<file path="config.mk">
export PLATFORM = sky130hd
export DESIGN_NAME = rxq_top
export DESIGN_NICKNAME = d
export VERILOG_FILES = /design/src/rtl/rxq_pkg.sv /design/src/rtl/rxq_store.sv /design/src/rtl/rxq_ctrl.sv /design/src/rtl/rxq_status.sv /design/src/rtl/rxq_top.sv
export SDC_FILE = /design/constraint.sdc
export NUM_CORES = 1
export LEC_CHECK = 0
export BUFFER_PORTS_ARGS = -buffer_cell sky130_fd_sc_hd__buf_2
export CAP_MARGIN = 15
export CELL_PAD_IN_SITES_DETAIL_PLACEMENT = 0
export CELL_PAD_IN_SITES_GLOBAL_PLACEMENT = 1
export CORE_MARGIN = 4
export CORE_UTILIZATION = 45
export DETAILED_ROUTE_END_ITERATION = 10
export PLACE_DENSITY_LB_ADDON = 0.12
export SYNTH_ARGS = -nofsm -noshare
export SYNTH_HDL_FRONTEND = slang
export SYNTH_HIERARCHICAL = 1
export SYNTH_SLANG_ARGS = --single-unit
</file>
<file path="constraint.sdc">
create_clock -name clk -period 2.64 [get_ports clk]
set_input_delay 0.264 -clock clk [delete_from_list [all_inputs] [get_ports clk]]
set_output_delay 0.264 -clock clk [all_outputs]
set_load 0.05 [all_outputs]
</file>
<file path="src/rtl/rxq_pkg.sv">
`timescale 1ns/1ps
package rxq_pkg;
    localparam int DATA_W  = 8;
    localparam int ERR_W   = 4;
    localparam int ENTRY_W = DATA_W + ERR_W;
    // position of the break flag inside the error field (entry bit 10)
    localparam int BRK_POS = 2;

    typedef enum logic [1:0] {
        OCC_EMPTY = 2'd0,
        OCC_PART  = 2'd1,
        OCC_FULL  = 2'd2
    } occ_e;

    function automatic logic [ENTRY_W-1:0] brk_entry();
        logic [ERR_W-1:0] e;
        e = '0;
        e[BRK_POS] = 1'b1;
        return {e, {DATA_W{1'b0}}};
    endfunction
endpackage

</file>
<file path="src/rtl/rxq_store.sv">
`timescale 1ns/1ps
module rxq_store #(
    parameter int DEPTH = 16,
    parameter int W     = 12,
    localparam int PW   = $clog2(DEPTH)
) (
    input  logic          clk,
    input  logic          rst_n,
    input  logic          wr_en,
    input  logic [PW-1:0] wr_idx,
    input  logic [W-1:0]  wr_val,
    input  logic [PW-1:0] rd_idx,
    output logic [W-1:0]  rd_val
);
    logic [W-1:0] slot_q [DEPTH];

    for (genvar g = 0; g < DEPTH; g++) begin : g_slot
        always_ff @(posedge clk) begin
            if (!rst_n)
                slot_q[g] <= '0;
            else if (wr_en && (wr_idx == PW'(g)))
                slot_q[g] <= wr_val;
        end
    end

    assign rd_val = slot_q[rd_idx];
endmodule

</file>
<file path="src/rtl/rxq_ctrl.sv">
`timescale 1ns/1ps
module rxq_ctrl
    import rxq_pkg::*;
#(
    parameter int DEPTH = 16,
    localparam int PW   = $clog2(DEPTH),
    localparam int CW   = $clog2(DEPTH + 1)
) (
    input  logic          clk,
    input  logic          rst_n,
    input  logic          fifo_en,
    input  logic          push_valid,
    input  logic          brk_det,
    input  logic          rd_stb,
    output logic          wr_en,
    output logic          wr_brk,
    output logic [PW-1:0] wr_idx,
    output logic [PW-1:0] rd_idx,
    output logic          do_push,
    output logic          do_pop,
    output logic          flush,
    output logic [CW-1:0] cnt_nx,
    output logic          rx_full,
    output logic          rx_empty,
    output logic          ovr_pulse
);
    occ_e          state_q, state_nx;
    logic [CW-1:0] cnt_q;
    logic [PW-1:0] rptr_q, rptr_nx;
    logic          mode_q;
    logic          ovr_q;
    logic          want;
    logic          drop;
    logic [CW-1:0] cap;

    assign flush = (fifo_en != mode_q);
    assign cap   = mode_q ? CW'(DEPTH) : CW'(1);
    assign want  = push_valid | brk_det;

    assign do_push = want && !flush && (state_q != OCC_FULL);
    assign do_pop  = rd_stb && !flush && (state_q != OCC_EMPTY);
    assign drop    = want && !flush && (state_q == OCC_FULL);

    assign cnt_nx  = flush ? '0 : (cnt_q + CW'(do_push) - CW'(do_pop));
    assign rptr_nx = flush ? '0 : (do_pop ? rptr_q + PW'(1) : rptr_q);

    assign wr_en  = do_push;
    assign wr_brk = brk_det;
    assign wr_idx = rptr_q + cnt_q[PW-1:0];
    assign rd_idx = rptr_q;

    // next-state logic
    always_comb begin
        state_nx = state_q;
        if (flush) begin
            state_nx = OCC_EMPTY;
        end else begin
            unique case (state_q)
                OCC_EMPTY: begin
                    if (do_push)
                        state_nx = (cap == CW'(1)) ? OCC_FULL : OCC_PART;
                end
                OCC_PART: begin
                    if (do_push && !do_pop && (cnt_q == cap - CW'(1)))
                        state_nx = OCC_FULL;
                    else if (do_pop && !do_push && (cnt_q == CW'(1)))
                        state_nx = OCC_EMPTY;
                end
                OCC_FULL: begin
                    if (do_pop)
                        state_nx = (cap == CW'(1)) ? OCC_EMPTY : OCC_PART;
                end
                default: state_nx = OCC_EMPTY;
            endcase
        end
    end

    // state register
    always_ff @(posedge clk) begin
        if (!rst_n) begin
            state_q <= OCC_EMPTY;
            cnt_q   <= '0;
            rptr_q  <= '0;
            mode_q  <= 1'b0;
            ovr_q   <= 1'b0;
        end else begin
            state_q <= state_nx;
            cnt_q   <= cnt_nx;
            rptr_q  <= rptr_nx;
            mode_q  <= fifo_en;
            ovr_q   <= drop;
        end
    end

    // outputs from state
    always_comb begin
        rx_full   = 1'b0;
        rx_empty  = 1'b0;
        unique case (state_q)
            OCC_EMPTY: rx_empty = 1'b1;
            OCC_PART:  ;
            OCC_FULL:  rx_full  = 1'b1;
            default:   rx_empty = 1'b1;
        endcase
        ovr_pulse = ovr_q;
    end

    AST_CNT_CAP: assert property (@(posedge clk) disable iff (!rst_n)
        cnt_q <= cap);
    AST_EMPTY_CNT: assert property (@(posedge clk) disable iff (!rst_n)
        rx_empty == (cnt_q == '0));
    AST_FULL_CNT: assert property (@(posedge clk) disable iff (!rst_n)
        rx_full == (cnt_q == cap));
    AST_FLUSH_EMPTY: assert property (@(posedge clk) disable iff (!rst_n)
        flush |=> (rx_empty && rptr_q == '0));
    AST_DROP_KEEPS: assert property (@(posedge clk) disable iff (!rst_n)
        (rx_full && want && !rd_stb && !flush) |=> (rx_full && $stable(cnt_q)));
    AST_RD_EMPTY: assert property (@(posedge clk) disable iff (!rst_n)
        (rx_empty && rd_stb && !want && !flush) |=> (rx_empty && $stable(rptr_q)));
    AST_SIMUL: assert property (@(posedge clk) disable iff (!rst_n)
        (want && rd_stb && !rx_full && !rx_empty && !flush) |=> $stable(cnt_q));
endmodule

</file>
<file path="src/rtl/rxq_status.sv">
`timescale 1ns/1ps
module rxq_status
    import rxq_pkg::*;
#(
    parameter int DEPTH      = 16,
    parameter int LEVEL_TRIG = 1,
    localparam int CW        = $clog2(DEPTH + 1)
) (
    input  logic             clk,
    input  logic             rst_n,
    input  logic             rd_stb,
    input  logic             stat_clr,
    input  logic [ERR_W-1:0] head_err,
    input  logic             do_push,
    input  logic             do_pop,
    input  logic             flush,
    input  logic [CW-1:0]    cnt_nx,
    output logic [ERR_W-1:0] rx_stat,
    output logic             lvl_evt
);
    logic [ERR_W-1:0] stat_q;
    logic             lvl_q, lvl_nx;

    always_comb begin
        lvl_nx = lvl_q;
        if (flush)
            lvl_nx = 1'b0;
        else if (do_push && !do_pop && (cnt_nx == CW'(LEVEL_TRIG)))
            lvl_nx = 1'b1;
        else if (do_pop && !do_push && (cnt_nx == CW'(LEVEL_TRIG - 1)))
            lvl_nx = 1'b0;
    end

    always_ff @(posedge clk) begin
        if (!rst_n) begin
            stat_q <= '0;
            lvl_q  <= 1'b0;
        end else begin
            lvl_q <= lvl_nx;
            if (rd_stb)
                stat_q <= head_err;
            else if (stat_clr)
                stat_q <= '0;
        end
    end

    assign rx_stat = stat_q;
    assign lvl_evt = lvl_q;

    AST_STAT_LOAD: assert property (@(posedge clk) disable iff (!rst_n)
        rd_stb |=> (rx_stat == $past(head_err)));
    AST_STAT_CLR: assert property (@(posedge clk) disable iff (!rst_n)
        (stat_clr && !rd_stb) |=> (rx_stat == '0));
    AST_LVL_FLUSH: assert property (@(posedge clk) disable iff (!rst_n)
        flush |=> !lvl_evt);
endmodule

</file>
<file path="src/rtl/rxq_top.sv">
`timescale 1ns/1ps
module rxq_top
    import rxq_pkg::*;
#(
    parameter int DEPTH      = 16,
    parameter int LEVEL_TRIG = 1
) (
    input  logic        clk,
    input  logic        rst_n,
    input  logic        fifo_en,
    input  logic        push_valid,
    input  logic [7:0]  push_data,
    input  logic [3:0]  push_err,
    input  logic        brk_det,
    input  logic        rd_stb,
    input  logic        stat_clr,
    output logic [11:0] rd_entry,
    output logic [3:0]  rx_stat,
    output logic        rx_full,
    output logic        rx_empty,
    output logic        lvl_evt,
    output logic        ovr_pulse
);
    localparam int PW = $clog2(DEPTH);
    localparam int CW = $clog2(DEPTH + 1);

    logic               wr_en, wr_brk, do_push, do_pop, flush;
    logic [PW-1:0]      wr_idx, rd_idx;
    logic [CW-1:0]      cnt_nx;
    logic [ENTRY_W-1:0] wr_val, head;

    assign wr_val = wr_brk ? brk_entry() : {push_err, push_data};

    rxq_ctrl #(.DEPTH(DEPTH)) u_ctrl (
        .clk        (clk),
        .rst_n      (rst_n),
        .fifo_en    (fifo_en),
        .push_valid (push_valid),
        .brk_det    (brk_det),
        .rd_stb     (rd_stb),
        .wr_en      (wr_en),
        .wr_brk     (wr_brk),
        .wr_idx     (wr_idx),
        .rd_idx     (rd_idx),
        .do_push    (do_push),
        .do_pop     (do_pop),
        .flush      (flush),
        .cnt_nx     (cnt_nx),
        .rx_full    (rx_full),
        .rx_empty   (rx_empty),
        .ovr_pulse  (ovr_pulse)
    );

    rxq_store #(.DEPTH(DEPTH), .W(ENTRY_W)) u_store (
        .clk    (clk),
        .rst_n  (rst_n),
        .wr_en  (wr_en),
        .wr_idx (wr_idx),
        .wr_val (wr_val),
        .rd_idx (rd_idx),
        .rd_val (head)
    );

    rxq_status #(.DEPTH(DEPTH), .LEVEL_TRIG(LEVEL_TRIG)) u_stat (
        .clk      (clk),
        .rst_n    (rst_n),
        .rd_stb   (rd_stb),
        .stat_clr (stat_clr),
        .head_err (head[ENTRY_W-1:DATA_W]),
        .do_push  (do_push),
        .do_pop   (do_pop),
        .flush    (flush),
        .cnt_nx   (cnt_nx),
        .rx_stat  (rx_stat),
        .lvl_evt  (lvl_evt)
    );

    assign rd_entry = head;

    if (LEVEL_TRIG == 1) begin : g_lvl_chk
        AST_LVL_TRACK: assert property (@(posedge clk) disable iff (!rst_n)
            lvl_evt == !rx_empty);
    end
    AST_FULL_EMPTY_EXCL: assert property (@(posedge clk) disable iff (!rst_n)
        !(rx_full && rx_empty));
endmodule

</file>
==> results of run 1 <==
[what timing repair did]
item / 4_1_cts / 5_1_grt
pin swaps: 11 / 14
endpoints found under the setup margin: 110 / 309
resized for setup: 58 / 38
gates cloned: 5 / 0
buffers inserted: 6 / 5
[kinds of logic after synthesis]
family	after synthesis	synth area share, %
AOI/OAI and AO/OA	63	4.15
xor gates and xnor gates	11	1.03
adders and majority gates	15	2.00
buffers and inverters	67	3.16
DFF	210	60.5
muxes	49	11.4
and+or+nand+nor	300	17.7
[metrics by stage]
step	instances	instance area [sq um]	util (%)	total power, mW
finish	1094	12100	55.1	7.59
global route	1094	12100	55.1	7.87
floorplan	715	10200	-	4.39
detailed placement	1042	10900	49.8	4.70
global placement	1042	10900	49.8	4.68
CTS	1090	12000	54.4	7.63
[state kept, by name, summed over array words and instances, names as in the netlist]
register,count
u_ctrl/rd_idx,4
u_ctrl/mode_q,1
u_store/slot_q,192
u_ctrl/cnt_q,5
u_stat/rx_stat,4
u_ctrl/state_q,2
u_ctrl/ovr_pulse,1
u_stat/lvl_evt,1
[area by class of cell]
cell class	count	area share, %
clock inverters	8	0.331
flip-flops and latches	210	50.8
clock buffers	29	4.95
multi-input cells	438	32.6
repair buffers	112	7.91
well taps	280	2.90
inverters	17	0.548
[routing by layer]
| layer | share of wire (%) | wire [microns] |
|---|---|---|
| met1 | 42 | 11300 |
| met5 | 0 | 0 |
| met2 | 48 | 12900 |
| met3 | 7.4 | 1980 |
| met4 | 2.2 | 581 |
[worst reg2reg max path: stages, from the launching register on]
cell and delay (ns):
dfxtp_4 0.36, xnor2_4 0.15, inv_2 0.05, or3_4 0.38
inv_4 0.07, ha_4 0.13, inv_2 0.04, fa_2 0.40
inv_2 0.07, a21oi_2 0.05, o21bai_1 0.15, xnor2_1 0.16
nor2_1 0.10, nor4_4 0.21, a31oi_2 0.13, a211oi_2 0.14
[power by group through the flow]
stage                     Clock, mW  Sequential, mW  Combinational [mW]
after global placement            0            3.88               0.804
after floorplan                   0            3.88               0.509
after detailed placement          0            3.89               0.814
after CTS                      2.88            3.82               0.930
final                          2.82            3.82               0.955
after global routing           3.02            3.83                1.01
[worst min path at each step]
stage / cells after the start / end / slack (ns)
3_3_place_gp: 2 / u_ctrl/state_q[1]$_SDFFE_PP0P_ / 0.50
5_1_grt: 4 / u_stat/rx_stat[2]$_SDFFE_PN0P_ / 0.15
2_1_floorplan: 1 / u_ctrl/cnt_q[3]$_SDFF_PN0_ / 0.39
4_1_cts: 4 / u_stat/rx_stat[2]$_SDFFE_PN0P_ / 0.11
6_report: 4 / u_stat/rx_stat[2]$_SDFFE_PN0P_ / 0.13
3_5_place_dp: 2 / u_ctrl/state_q[1]$_SDFFE_PP0P_ / 0.50
[synthesized netlist by cell type (all sizes together), types with 2 or more instances]
cell and n:
o21ai 19, nor2b 20, dfxtp 18, nor2 31, a21o 2, nand2 20, ha 13, or2 3
fa 2, edfxtp 192, mux4 48, buf 12, nor3 2, a22oi 24, xor2 4, nor3b 5
and2 196, clkbuf 38, xnor2 7, inv 17, nand4b 2, a211oi 2, nand3b 2, nand2b 3
nand3 4, nand4 2, a21oi 8
==> impl_metrics.yaml, run 1 <==
cts:
  clock-sinks: 210
  cts-hold-fix-buffers: 0
  cts_tree: "done"
  path_clk_slew_ns: 0.06
  cts_buffer_depth: 3
  htree_levels: 1
  clockRootBuffer: "clkbuf_16"
  cts_buffers: 23
  clock_latency_ns: 0.51
floorplanning:
  ios: 39
  die_h_microns: 158
  die_w_microns: 158
  start_util_pct: 46.1
  dieArea_sq_mm: 0.0250
  core_area_sq_mm: 0.0220
  num_rows: 54
setup_path:
  startpoint_type: "flip-flop"
  end_kind: "flip-flop"
  cp_data_required_time_ns: 3.07
  reg2reg_depth: 15
  cp_num_cells: 15
  cp_max_fo: 2
  crit_family: "simple AND/OR/NAND/NOR gates"
  crit_path_cell_trace: "xnor2_4, inv_2, or3_4, inv_4, ha_4, inv_2, fa_2, inv_2, a21oi_2, o21bai_1, xnor2_1, nor2_1, nor4_4, a31oi_2, a211oi_2"
  worst_path_max_delay_cell: "fa_2"
  max_stage_delay_ns: 0.39
  r2r_start: "u_ctrl/mode_q$_SDFF_PN0_"
  r2r-end: "u_stat/lvl_evt$_SDFFE_PP0P_"
  cp-startpoint: "u_ctrl/mode_q$_SDFF_PN0_"
  ff2ff_setup_slack_ns: -0.02
  cp-endpoint: "u_stat/lvl_evt$_SDFFE_PP0P_"
  crit_path_frequent_cell: "inv_2"
  path_buf_inv: 4
  crit_arrival_ns: 3.09
  worstSetupPathType: "flip-flop to flip-flop"
synth:
  synthesis.nets: 749
  syn_avg_cell_area_sq_um: 14.2
  synth_edf_count: 192
  netlist_area_sq_mm: 0.0101
  synth-main-ff-cell: "edfxtp_1"
  yosysWarningCount: 6
  ys_seq_area_share_pct: 60.5
  synthCells: 715
  ys_top_cells_by_area: "edfxtp_1, and2_1, mux4_2, mux4_1, dfxtp_1"
  async_reset_ff_share_pct: 0
  synth_top_area_share_pct: 56.9
  ys_ff_latch: 210
  yosysUniqueCellTypes: 54
  yosys.area.top_type: "edfxtp_1"
finish:
  regArea_sq_mm: 0.00614
  finalNetCount: 836
  synthToLayoutAreaGrowth_pct: 19.4
  drive_gt1_share_pct: 30.2
  layout_commonest_cell: "and2_1"
  num_antenna_cells: 0
  layout_common_cells: "and2_1, edfxtp_1, buf_4"
  n_fill_cell: 1790
  multiInputGateArea_sq_mm: 0.00394
power:
  power_density_mw_per_mm2: 628
  p_comb_share_pct: 12.6
  p_sw_mw: 1.85
  seqPwrFrac_pct: 50.3
  swShare_pct: 24.4
  ir_worst_vdd_mv: 0.394
  p_leak_nw: 4.50
  clockPowerShare_pct: 37.2
  p_int_mw: 5.74
drt:
  drtPass1Iterations: 5
  routed_wl_mm: 26.8
  postRouteAntennaNets: 0
  drtIter0Drc: 507
  drc: 0
  routedWlPerCell_microns: 24.5
  via_count: 6142
  viasPerCell: 5.61
timing:
  fin_crit_ns: 2.66
  setup_ws_ns: -0.0222
  finalSetupViolCount: 1
  slew_violations: 0
  relSlewSlack_pct: 54.5
  max_freq_mhz: 376
  tns_ns: -0.0222
  finalHoldViolations: 0
  fin_hold_ws_ns: 0.128
  rsz0062_at_grt: "true"
  fin_crit_sh_pct: 101
  clock_skew_ns: 0.0137
  tightest_slew_ns: 0.683
outcome:
  status: "finished with violations"
  violations: "setup timing"
global_route:
  grt_max_degree: 27
  antenna_found_initial: 0
  grt_use_met1_pct: 29.6
  top_usage_layer: "met2"
  grt_pass1_vias: 6345
  overflow: 0
  grt_pass1_wl_mm: 39.8
  track_usage_pct: 21.8
  grt_use_met3_pct: 4.84
  met2_usage_pct: 36.3
placed_design:
  hpwl_mm: 16.1
  place_congestion: 0.795
  place_ws_ns: -0.129
  port_buffers: 38
worst_hold_path:
  worstHoldPathType: "input port to flip-flop"
  min-delay-start: "stat_clr"
flow_run:
  cap_violations: 0
(Power assumes the default switching activity.)
==> inputs of run 2 (changes only) <==
- CORE_MARGIN: 4 -> 5
==> run 2 against run 1 <==
Compared with the run above:
- the flow now finishes without violations
- total power rose by 4.2%
- sequential cell count unchanged
- clock power is 14% higher
- die area is 2.5% higher
- cell count is essentially flat
- core utilization is 0.39 points lower
- combinational power fell by 7.3%
- worst setup slack improved by 0.045 ns
- via count fell by 1.7%
- cell area is 0.70% lower
- largest cell class unchanged
- highest routed layer unchanged
==> impl_metrics.yaml, run 2 (synthesis results as in run 1) <==
timing:
  finalHoldViolations: 0
  clock_skew_ns: 0.0122
  setup_ws_ns: 0.0227
  max_freq_mhz: 382
  fin_crit_ns: 2.62
  tightest_slew_ns: 1.17
  fin_crit_sh_pct: 99.1
  finalSetupViolCount: 0
  tns_ns: 0
  fin_hold_ws_ns: 0.0859
  slew_violations: 0
  relSlewSlack_pct: 21.8
  rsz0062_at_grt: "true"
setup_path:
  cp_data_required_time_ns: 3.07
  cp_max_fo: 2
  r2r-end: "u_stat/lvl_evt$_SDFFE_PP0P_"
  ff2ff_setup_slack_ns: 0.02
  startpoint_type: "flip-flop"
  reg2reg_depth: 15
  r2r_start: "u_ctrl/mode_q$_SDFF_PN0_"
  worstSetupPathType: "flip-flop to flip-flop"
  end_kind: "flip-flop"
  crit_arrival_ns: 3.05
cts:
  cts-hold-fix-buffers: 0
  path_clk_slew_ns: 0.06
  clockRootBuffer: "clkbuf_16"
  htree_levels: 1
  clock-sinks: 210
  cts_buffers: 23
  cts_tree: "done"
  cts_buffer_depth: 3
  clock_latency_ns: 0.50
finish:
  layout_commonest_cell: "and2_1"
  synthToLayoutAreaGrowth_pct: 18.6
  largest_reg_flops: 192
  drive_gt1_share_pct: 28.7
  finalNetCount: 833
  final_cells: 1095
  num_antenna_cells: 0
  layout_common_cells: "and2_1, edfxtp_1, buf_4"
  fin_util_pct: 54.7
  top_register: "u_store/slot_q"
  design_area_sq_mm: 0.0120
  top_regs: "u_store/slot_q x192, u_ctrl/cnt_q x5"
power:
  power_density_mw_per_mm2: 659
  ir_worst_vdd_mv: 0.537
  p_comb_share_pct: 11.2
  clockPowerShare_pct: 40.6
  seqPwrFrac_pct: 48.2
  swShare_pct: 23.1
  p_leak_nw: 4.48
  p_sw_mw: 1.83
  p_int_mw: 6.08
  fin_total_pwr_mw: 7.91
drt:
  postRouteAntennaNets: 0
  drtIter0Drc: 564
  drc: 0
  via_count: 6040
  routed_wl_mm: 25.5
  routedWlPerCell_microns: 23.3
  viasPerCell: 5.52
  drtPass1Iterations: 5
worst_hold_path:
  min-delay-start: "fifo_en"
  min_to: "u_ctrl/mode_q$_SDFF_PN0_"
  whs_path_depth: 2
  worstHoldPathType: "input port to flip-flop"
floorplanning:
  start_util_pct: 46.1
  die_w_microns: 160
  ios: 39
  die_h_microns: 160
  num_rows: 54
  core_area_sq_mm: 0.0220
  dieArea_sq_mm: 0.0256
global_route:
  grt_pass1_wl_mm: 38.3
  track_usage_pct: 19.6
  antenna_found_initial: 0
  overflow: 0
  grt_pass1_vias: 6233
  grt_max_degree: 33
placed_design:
  dp_cells: 1043
  place_ws_ns: -0.0487
  hpwl_mm: 16.5
  port_buffers: 38
  place_congestion: 0.850
  dpl_cell_area_sq_mm: 0.0110
outcome:
  status: "finished clean"
flow_run:
  cap_violations: 0
run 2: cell types whose count changed in the layout (fill, tap and decap cells not counted), moves of 4 or more:
| cell | change |
|---|---|
| nor2_4 | -8 |
| mux4_1 | -5 |
| mux4_2 | +5 |
| buf_2 | +5 |
| buf_6 | -4 |
| nor2_1 | +5 |
run 2: area by class of cell:
class | count | area (sq um)
Clock buffer | 30 | 632
Clock inverter | 11 | 123
Fill cell | 1805 | 9950
Inverter | 17 | 66.3
Multi-Input combinational cell | 438 | 3800
Sequential cell | 210 | 6140
Tap cell | 280 | 350
Timing Repair Buffer | 109 | 893
run 2: layer usage:
metal	wire [microns]	vias to the layer above	track usage, %
met1	11200	3066	27.4
met3	1350	24	2.91
met2	12500	180	33.0
li1	-	2770	-
met5	0	-	0
met4	446	0	3.87
run 2: timing repair:
item | in CTS | in global routing
resized for setup | 29 | 38
gates cloned | 1 | 2
endpoints found under the setup margin | 13 | 107
buffers inserted | 1 | 5
pin swaps | 8 | 5
run 2: worst max path at each step:
stage	from	end	slack, ns	cells past startpoint
after floorplan	u_ctrl/mode_q$_SDFF_PN0_	u_store/slot_q[2][0]$_SDFFCE_PN0P_	-0.06	8
after global placement	fifo_en	u_stat/lvl_evt$_SDFFE_PP0P_	0.02	16
after detailed placement	u_ctrl/state_q[1]$_SDFFE_PP0P_	u_stat/lvl_evt$_SDFFE_PP0P_	-0.05	18
after CTS	u_ctrl/rd_idx[0]$_SDFFE_PP0P_	rd_entry[1]	0.002	5
after global routing	u_ctrl/state_q[1]$_SDFFE_PP0P_	u_stat/lvl_evt$_SDFFE_PP0P_	-0.15	18
final	u_ctrl/mode_q$_SDFF_PN0_	u_stat/lvl_evt$_SDFFE_PP0P_	0.02	15
run 2: worst max-delay path, stage by stage (launching register included):
cell      delay (ns)
dfxtp_2         0.35
xnor2_4         0.17
inv_2           0.05
or3_4           0.37
inv_2           0.07
ha_2            0.19
inv_2           0.04
fa_2            0.35
inv_2           0.06
a21oi_2         0.04
o21bai_1        0.16
xnor2_1         0.16
nor2_1          0.10
nor4_4          0.16
a31oi_1         0.13
a211oi_2        0.14
run 2: power by group through the flow:
stage | logic (mW) | registers [mW] | clock network [mW]
2_1_floorplan | 0.509 | 3.88 | 0
3_3_place_gp | 0.818 | 3.87 | 0
5_1_grt | 0.937 | 3.83 | 3.40
6_report | 0.885 | 3.82 | 3.21
3_5_place_dp | 0.822 | 3.88 | 0
4_1_cts | 0.856 | 3.82 | 3.27
